`src/rtl/rmt_pkg.sv`:
```
package rmt_pkg;

  typedef enum logic [1:0] {
    RN_IDLE  = 2'd0,
    RN_FRESH = 2'd1,
    RN_ZERO  = 2'd2,
    RN_STALL = 2'd3
  } rn_kind_e;

  // Tag held by an entry after reset: identity mapping.
  function automatic int rmt_init_tag(input int idx);
    return idx;
  endfunction

  // A request may proceed when no rollback collides with it and it either
  // needs no fresh tag or one is available.
  function automatic logic rmt_may_accept(input logic zero_hit,
                                          input logic fl_avail,
                                          input logic rb_clash);
    return !rb_clash && (zero_hit || fl_avail);
  endfunction

endpackage

```
`src/rtl/rmt_table.sv`:
```
module rmt_table
  import rmt_pkg::*;
#(
  parameter int NUM_ARCH = 32,
  parameter int AW       = 5,
  parameter int PW       = 6
) (
  input  logic          clk,
  input  logic          rst_n,
  input  logic [AW-1:0] rd_a_idx,
  output logic [PW-1:0] rd_a_tag,
  input  logic [AW-1:0] rd_b_idx,
  output logic [PW-1:0] rd_b_tag,
  input  logic          rn_we,
  input  logic [AW-1:0] rn_idx,
  input  logic [PW-1:0] rn_tag,
  input  logic          rb_we,
  input  logic [AW-1:0] rb_idx,
  input  logic [PW-1:0] rb_tag
);

  logic [PW-1:0] ent_flat [NUM_ARCH];

  for (genvar e = 0; e < NUM_ARCH; e++) begin : g_ent
    logic          rb_hit;
    logic          rn_hit;
    logic [PW-1:0] q;

    assign rb_hit = rb_we && (rb_idx == AW'(e));
    assign rn_hit = rn_we && (rn_idx == AW'(e));

    // Rollback outranks rename on the same entry.
    always_ff @(posedge clk) begin
      if (!rst_n)      q <= PW'(rmt_init_tag(e));
      else if (rb_hit) q <= rb_tag;
      else if (rn_hit) q <= rn_tag;
    end

    assign ent_flat[e] = q;
  end

  assign rd_a_tag = ent_flat[rd_a_idx];
  assign rd_b_tag = ent_flat[rd_b_idx];

  // a rollback always lands, whatever else targets the entry.
  assert_rollback_lands_R8: assert property (@(posedge clk) disable iff (!rst_n)
    rb_we |=> (ent_flat[$past(rb_idx)] == $past(rb_tag)));

  // a rename without a colliding rollback stores its tag.
  assert_rename_lands_R4: assert property (@(posedge clk) disable iff (!rst_n)
    (rn_we && !(rb_we && rb_idx == rn_idx)) |=> (ent_flat[$past(rn_idx)] == $past(rn_tag)));

endmodule

```
`src/rtl/rmt_rename_ctrl.sv`:
```
module rmt_rename_ctrl
  import rmt_pkg::*;
#(
  parameter int AW       = 5,
  parameter int PW       = 6,
  parameter bit ZERO_EN  = 1'b1,
  parameter int ZERO_IDX = 0
) (
  input  logic          clk,
  input  logic          rst_n,
  input  logic          ren_valid,
  input  logic [AW-1:0] ren_arch,
  output logic          ren_ready,
  input  logic          fl_valid,
  input  logic [PW-1:0] fl_tag,
  output logic          fl_pop,
  input  logic          rb_valid,
  input  logic [AW-1:0] rb_arch,
  input  logic [PW-1:0] prev_tag,
  output logic          tbl_we,
  output logic [AW-1:0] tbl_idx,
  output logic [PW-1:0] tbl_tag,
  output logic          rsp_valid,
  output logic [PW-1:0] rsp_new_tag,
  output logic [PW-1:0] rsp_prev_tag
);

  logic          is_zero;
  logic          rb_clash;
  logic          may_go;
  rn_kind_e      kind;
  logic [PW-1:0] new_tag_d;

  if (ZERO_EN) begin : g_zero
    assign is_zero = (ren_arch == AW'(ZERO_IDX));
  end else begin : g_nozero
    assign is_zero = 1'b0;
  end

  assign rb_clash = rb_valid && (rb_arch == ren_arch);
  assign may_go   = rmt_may_accept(is_zero, fl_valid, rb_clash);

  always_comb begin
    if (!ren_valid)   kind = RN_IDLE;
    else if (!may_go) kind = RN_STALL;
    else if (is_zero) kind = RN_ZERO;
    else              kind = RN_FRESH;
  end

  assign ren_ready = may_go;
  assign fl_pop    = (kind == RN_FRESH);
  assign tbl_we    = (kind == RN_FRESH);
  assign tbl_idx   = ren_arch;
  assign tbl_tag   = fl_tag;
  assign new_tag_d = (kind == RN_FRESH) ? fl_tag : prev_tag;

  always_ff @(posedge clk) begin
    if (!rst_n) begin
      rsp_valid    <= 1'b0;
      rsp_new_tag  <= '0;
      rsp_prev_tag <= '0;
    end else begin
      rsp_valid    <= (kind == RN_FRESH) || (kind == RN_ZERO);
      rsp_new_tag  <= new_tag_d;
      rsp_prev_tag <= prev_tag;
    end
  end

  assert_pop_needs_tag_R3: assert property (@(posedge clk) disable iff (!rst_n)
    fl_pop |-> (fl_valid && ren_valid));

  assert_zero_no_pop_R6: assert property (@(posedge clk) disable iff (!rst_n)
    (ren_valid && is_zero) |-> !fl_pop);

  assert_empty_stall_R7: assert property (@(posedge clk) disable iff (!rst_n)
    (!is_zero && !fl_valid) |-> !ren_ready);

  assert_rsp_follows_R5: assert property (@(posedge clk) disable iff (!rst_n)
    (ren_valid && ren_ready) |=> rsp_valid);

  assert_rsp_quiet_R5: assert property (@(posedge clk) disable iff (!rst_n)
    !(ren_valid && ren_ready) |=> !rsp_valid);

  assert_zero_same_tag_R6: assert property (@(posedge clk) disable iff (!rst_n)
    (ren_valid && ren_ready && is_zero) |=> (rsp_new_tag == rsp_prev_tag));

  assert_clash_blocks_R8: assert property (@(posedge clk) disable iff (!rst_n)
    rb_clash |-> !ren_ready);

endmodule

```
`src/rtl/rename_map_table.sv`:
```
module rename_map_table #(
  parameter int  NUM_ARCH = 32,
  parameter int  NUM_PHYS = 64,
  parameter bit  ZERO_EN  = 1'b1,
  parameter int  ZERO_IDX = 0,
  localparam int AW       = $clog2(NUM_ARCH),
  localparam int PW       = $clog2(NUM_PHYS)
) (
  input  logic          clk,
  input  logic          rst_n,
  input  logic          ren_valid,
  input  logic [AW-1:0] ren_arch,
  output logic          ren_ready,
  input  logic          fl_valid,
  input  logic [PW-1:0] fl_tag,
  output logic          fl_pop,
  output logic          rsp_valid,
  output logic [PW-1:0] rsp_new_tag,
  output logic [PW-1:0] rsp_prev_tag,
  input  logic [AW-1:0] src_arch,
  output logic [PW-1:0] src_tag,
  input  logic          rb_valid,
  input  logic [AW-1:0] rb_arch,
  input  logic [PW-1:0] rb_tag
);

  logic [PW-1:0] prev_tag;
  logic          tbl_we;
  logic [AW-1:0] tbl_idx;
  logic [PW-1:0] tbl_tag;

  rmt_table #(
    .NUM_ARCH (NUM_ARCH),
    .AW       (AW),
    .PW       (PW)
  ) table_i (
    .clk      (clk),
    .rst_n    (rst_n),
    .rd_a_idx (ren_arch),
    .rd_a_tag (prev_tag),
    .rd_b_idx (src_arch),
    .rd_b_tag (src_tag),
    .rn_we    (tbl_we),
    .rn_idx   (tbl_idx),
    .rn_tag   (tbl_tag),
    .rb_we    (rb_valid),
    .rb_idx   (rb_arch),
    .rb_tag   (rb_tag)
  );

  rmt_rename_ctrl #(
    .AW       (AW),
    .PW       (PW),
    .ZERO_EN  (ZERO_EN),
    .ZERO_IDX (ZERO_IDX)
  ) ctrl_i (
    .clk          (clk),
    .rst_n        (rst_n),
    .ren_valid    (ren_valid),
    .ren_arch     (ren_arch),
    .ren_ready    (ren_ready),
    .fl_valid     (fl_valid),
    .fl_tag       (fl_tag),
    .fl_pop       (fl_pop),
    .rb_valid     (rb_valid),
    .rb_arch      (rb_arch),
    .prev_tag     (prev_tag),
    .tbl_we       (tbl_we),
    .tbl_idx      (tbl_idx),
    .tbl_tag      (tbl_tag),
    .rsp_valid    (rsp_valid),
    .rsp_new_tag  (rsp_new_tag),
    .rsp_prev_tag (rsp_prev_tag)
  );

endmodule

```
`config.mk`:
```
export PLATFORM = sky130hd
export DESIGN_NAME = rename_map_table
export DESIGN_NICKNAME = d
export VERILOG_FILES = /design/src/rtl/rmt_pkg.sv /design/src/rtl/rmt_table.sv /design/src/rtl/rmt_rename_ctrl.sv /design/src/rtl/rename_map_table.sv
export SDC_FILE = /design/constraint.sdc
export NUM_CORES = 1
export LEC_CHECK = 0
export ABC_AREA = 1
export BUFFER_PORTS_ARGS = -buffer_cell sky130_fd_sc_hd__buf_2
export CORE_UTILIZATION = 39
export DETAILED_ROUTE_END_ITERATION = 16
export PLACE_DENSITY = 0.67
export SLEW_MARGIN = 0
export SYNTH_ARGS = -nofsm -noshare
export SYNTH_HDL_FRONTEND = slang
export SYNTH_HIERARCHICAL = 1
export SYNTH_SLANG_ARGS = --single-unit
```
`constraint.sdc`:
```
create_clock -name clk -period 3.81 [get_ports clk]
set_input_delay 1.143 -clock clk [delete_from_list [all_inputs] [get_ports clk]]
set_output_delay 1.143 -clock clk [all_outputs]
set_load 0.03 [all_outputs]
```
After elaboration in Yosys (flattened, before gate mapping):

Cells that the tools add are included.

* reductions and logical operators: 103
* mux-type cells: 74
* equal/unequal tests: 65
* $lt $le $gt $ge: 2
* bitwise operators: 2

Operator list (count)
* $mux 6: 69
* $eq 5x5->1 const B: 32
* $eq 5x4->1 const B: 16
* $logic_and 1x1->1: 66
* $reduce_bool 2->1: 32
* $bmux 6 s5: 2
* $eq 5x3->1 const B: 8
* $eq 5x2->1 const B: 4
* $ge 6x6->1 const B: 2
* $not 5->6: 2
* $eq 5x1->1 const B: 2
* $logic_not 5->1: 2
* $mux 2: 3
* $eq 5x5->1: 1
* $eq 2x1->1 const B: 1
* $eq 2x2->1 const B: 1
* $logic_or 1x1->1: 2
* $logic_not 1->1: 1

* input port bits: 32
* logic and storage cells: 281
* bits in registers: 205

Depth between registers and ports, before layout:

* depth in word-level cells: 10
* depth in mapped cells: 19
* depth with buffers taken out: 17

Modules after synthesis:

Netlist, hierarchy kept.

By module, submodules not included
* rmt_table: area each 12812.3 um^2, times used 1, cells an instance 2228
* rmt_rename_ctrl: area each 661.9 um^2, times used 1, cells an instance 96

Worst setup path before layout:

OpenSTA, ideal clock, no wires.

* path kind: input to output
* start point: in src_arch[0]
* end point: out src_tag[0]
* data arrival time: 2.267 ns
* stages: 12
* setup slack: 0.400 ns
* buffers on the path: 3
* cell sequence: buf_2 inv_2 buf_4 buf_2 nand2_1 nand3_1 nand3_1 nand2_1 nand2_1 nand2_1 nand2_1 nand2_1

* word-level cells in the longest chain between the ends: 4

Ends and longest elaborated chain
* start: declaration: RTL line rename_map_table.sv:20 `input logic [AW-1:0] src_arch,`
* $not 5->6 (implied by the code): RTL line rmt_table.sv:43 `assign rd_b_tag = ent_flat[rd_b_idx];`
* $bmux 6 s5: RTL line rmt_table.sv:43
* $mux 6 (implied by the code) (2 in a row): RTL line rmt_table.sv:43
* end: declaration: RTL line rename_map_table.sv:21 `output logic [PW-1:0] src_tag,`

No other way between the ends. The select of a mux whose other input is x is not followed.

Final worst setup path:

* start point: in src_arch[0]
* end point: out src_tag[5]

Same word-level chain as after synthesis.

==> qor.csv <==
metric,value,unit
Synth Warn #,6,
Worst-path clk slew,60,ps
"Seq/Total Area, Yosys",30.5,%
vias in the first global route,14600,
first-pass GRT wire length,85.9,mm
count of hold-fix buffers inserted at cts,0,
layout overhead on the synthesized area,11.3,%
crit start category,primary input,
port buffer count,52,
Max IR drop VDD,324,uV
vias,16300,
setup repair after global routing missed its margin,false,
Final setup viols,0,
HPWL after DPL,38.3,mm
"Setup Fix Bufs, Post-CTS",0,
Syn Area/Cell,5.80,um^2
initial antenna violation count,2,
Setup TNS Final,0,ps
die height,188,um
number of buffers created by CTS,25,
Worst EP arrival,2570,ps
Total Nets Final,2327,
cell mode on critical path,nand2_1,
# diodes,0,
Static Leak,7.17,nW
Die ar.,35300,um^2
"FF+latch count, synth",205,
Fin. Hold Viols,0,
fill count,3523,
hold crit path type,reg -> reg,
IO Pins,53,
CTS tree,done,
Max H-tree Level,1,
largest net degree at the start of global routing,103,
register area,4100,um^2
clock latency on the worst-skew pair,550,ps
Slew Limit Fails,0,
max_cap viols,0,
crit-path max FO,10,
Max-slew headroom,26.2,%
gpl congestion,0.987,
most frequent cells in the layout,"nand2_1, nand3_1, dfxtp_1, inv_1, nor2_1",
Hold Path Stages,2,
Syn Inst Count,2324,
Die Wd,188,um
ANT nets after route,0,
"Req. time, crit path",2670,ps
std cell rows,67,
mapped cell area,13500,um^2
DRC viols,0,
wire per inst,20.9,um
CP Capture Type,primary output,
period utilization,97.5,%
post-layout min period,3710,ps
deepest clock path buffer count,3,
WS Path Type,in -> out,
CTS sink count,205,
Post-Syn Nets,2357,
core box area,33800,um^2
synth unique cells,22,
R2R cell count,10,
number of gates resized after CTS,0,
area of the multi-input gates,8040,um^2
Pwr Density,377,nW/um^2
worst hold margin,489,ps
drt total wl,57.7,mm
Worst-Margin Slew,1110,ps
grt total ovfl,0,
worst path cell trace,buf_4 -> inv_4 -> buf_4 -> nand2_1 -> nand3_1 -> nand3_1 -> nand2_1 -> nand2_1 -> nand2_1 -> nand2_1 -> nand2_1 -> buf_2,
total track usage,31.4,%
Slowest cell on crit path,buf_4,
initial core utilization,39.9,%
First-pass DRT Iterations,6,
share of layout cells above drive strength 1,7.44,%
"commonest non-fill, non-tap cell in the layout",nand2_1,
Starting DRT DRC Count,2272,
status,"finished, final reports clean",
Final Skew,14.9,ps
worst stage delay on the critical path,210,ps
achievable frequency,269,MHz
clk root buf,clkbuf_16,
vias per cell,5.91,
## power breakdown
part | internal (W) | total, W | switching (W) | leakage [nW]
clock network | 0.00149 | 0.00250 | 0.00101 | 0.422
registers | 0.00219 | 0.00223 | 0.0000374 | 1.66
logic | 0.000237 | 0.000924 | 0.000687 | 5.09
## stage by stage
step,utilization (%),instances,power (W),cell area [um^2],setup slack [ps]
global placement,41.8,2714,0.00315,14100,97.9
floorplan,-,2324,0.00282,13500,400
CTS,44.3,2759,0.00562,15000,79.2
finish,44.4,2760,0.00565,15000,96.4
detailed placement,41.8,2714,0.00315,14100,84.1
global route,44.4,2760,0.00580,15000,6.80
## cells in the mapped netlist, drive strengths merged
master | count | area [um^2]
buf | 75 | 410
o2111ai | 73 | 639
clkbuf | 93 | 349
nor2 | 90 | 363
a21oi | 22 | 110
a22oi | 2 | 15.0
dfxtp | 205 | 4100
ha | 1 | 12.5
nand3 | 491 | 2460
a21boi | 1 | 11.3
o21ai | 45 | 225
a31oi | 65 | 407
nand2 | 1006 | 3780
o211ai | 2 | 15.0
inv | 153 | 574
## path summary, 6_finish.rpt
check,slack (ps),endpoint,from
hold reg to reg,490,table_i/g_ent[0].q[1],table_i/g_ent[0].q[1]
hold / removal,490,table_i/g_ent[0].q[1],table_i/g_ent[0].q[1]
setup / recovery,100,src_tag[5],src_arch[0]
setup reg to reg,2220,ctrl_i/rsp_new_tag[5],table_i/g_ent[13].q[5]
## cell type report
cell class	instances	share of cell area, %
Clock buffer	36	4.98
Clock inverter	9	0.676
Sequential cell	205	27.4
Multi-Input combinational cell	1798	53.6
Timing Repair Buffer	111	5.80
Tap cell	448	3.74
Inverter	153	3.85
## critical path, delay by kind of cell
family | cells | cell delay, ps
buffers and inverters | 4 | 680
and+or+nand+nor | 8 | 750
## state kept, by name, indices dropped and copies added (netlist names)
register,cells
table_i/g_ent.q,192
ctrl_i/rsp_valid,1
ctrl_i/rsp_new_tag,6
ctrl_i/rsp_prev_tag,6
## cells by family after synthesis
logic type	share of synthesized area, %
simple gates	49.0
buf+inv	9.90
compound gates	10.6
flops	30.5
fa+ha+maj	0.0928
## layer usage
metal / GRT usage, % / wire length, um / vias up
met5: 0 / 31 / -
met4: 19.6 / 3850 / 4
met3: 6.29 / 7120 / 248
met2: 48.8 / 24900 / 1145
met1: 39.8 / 21800 / 7351
li1: - / - / 7569
Note: power is estimated with default switching activity, not from simulation.
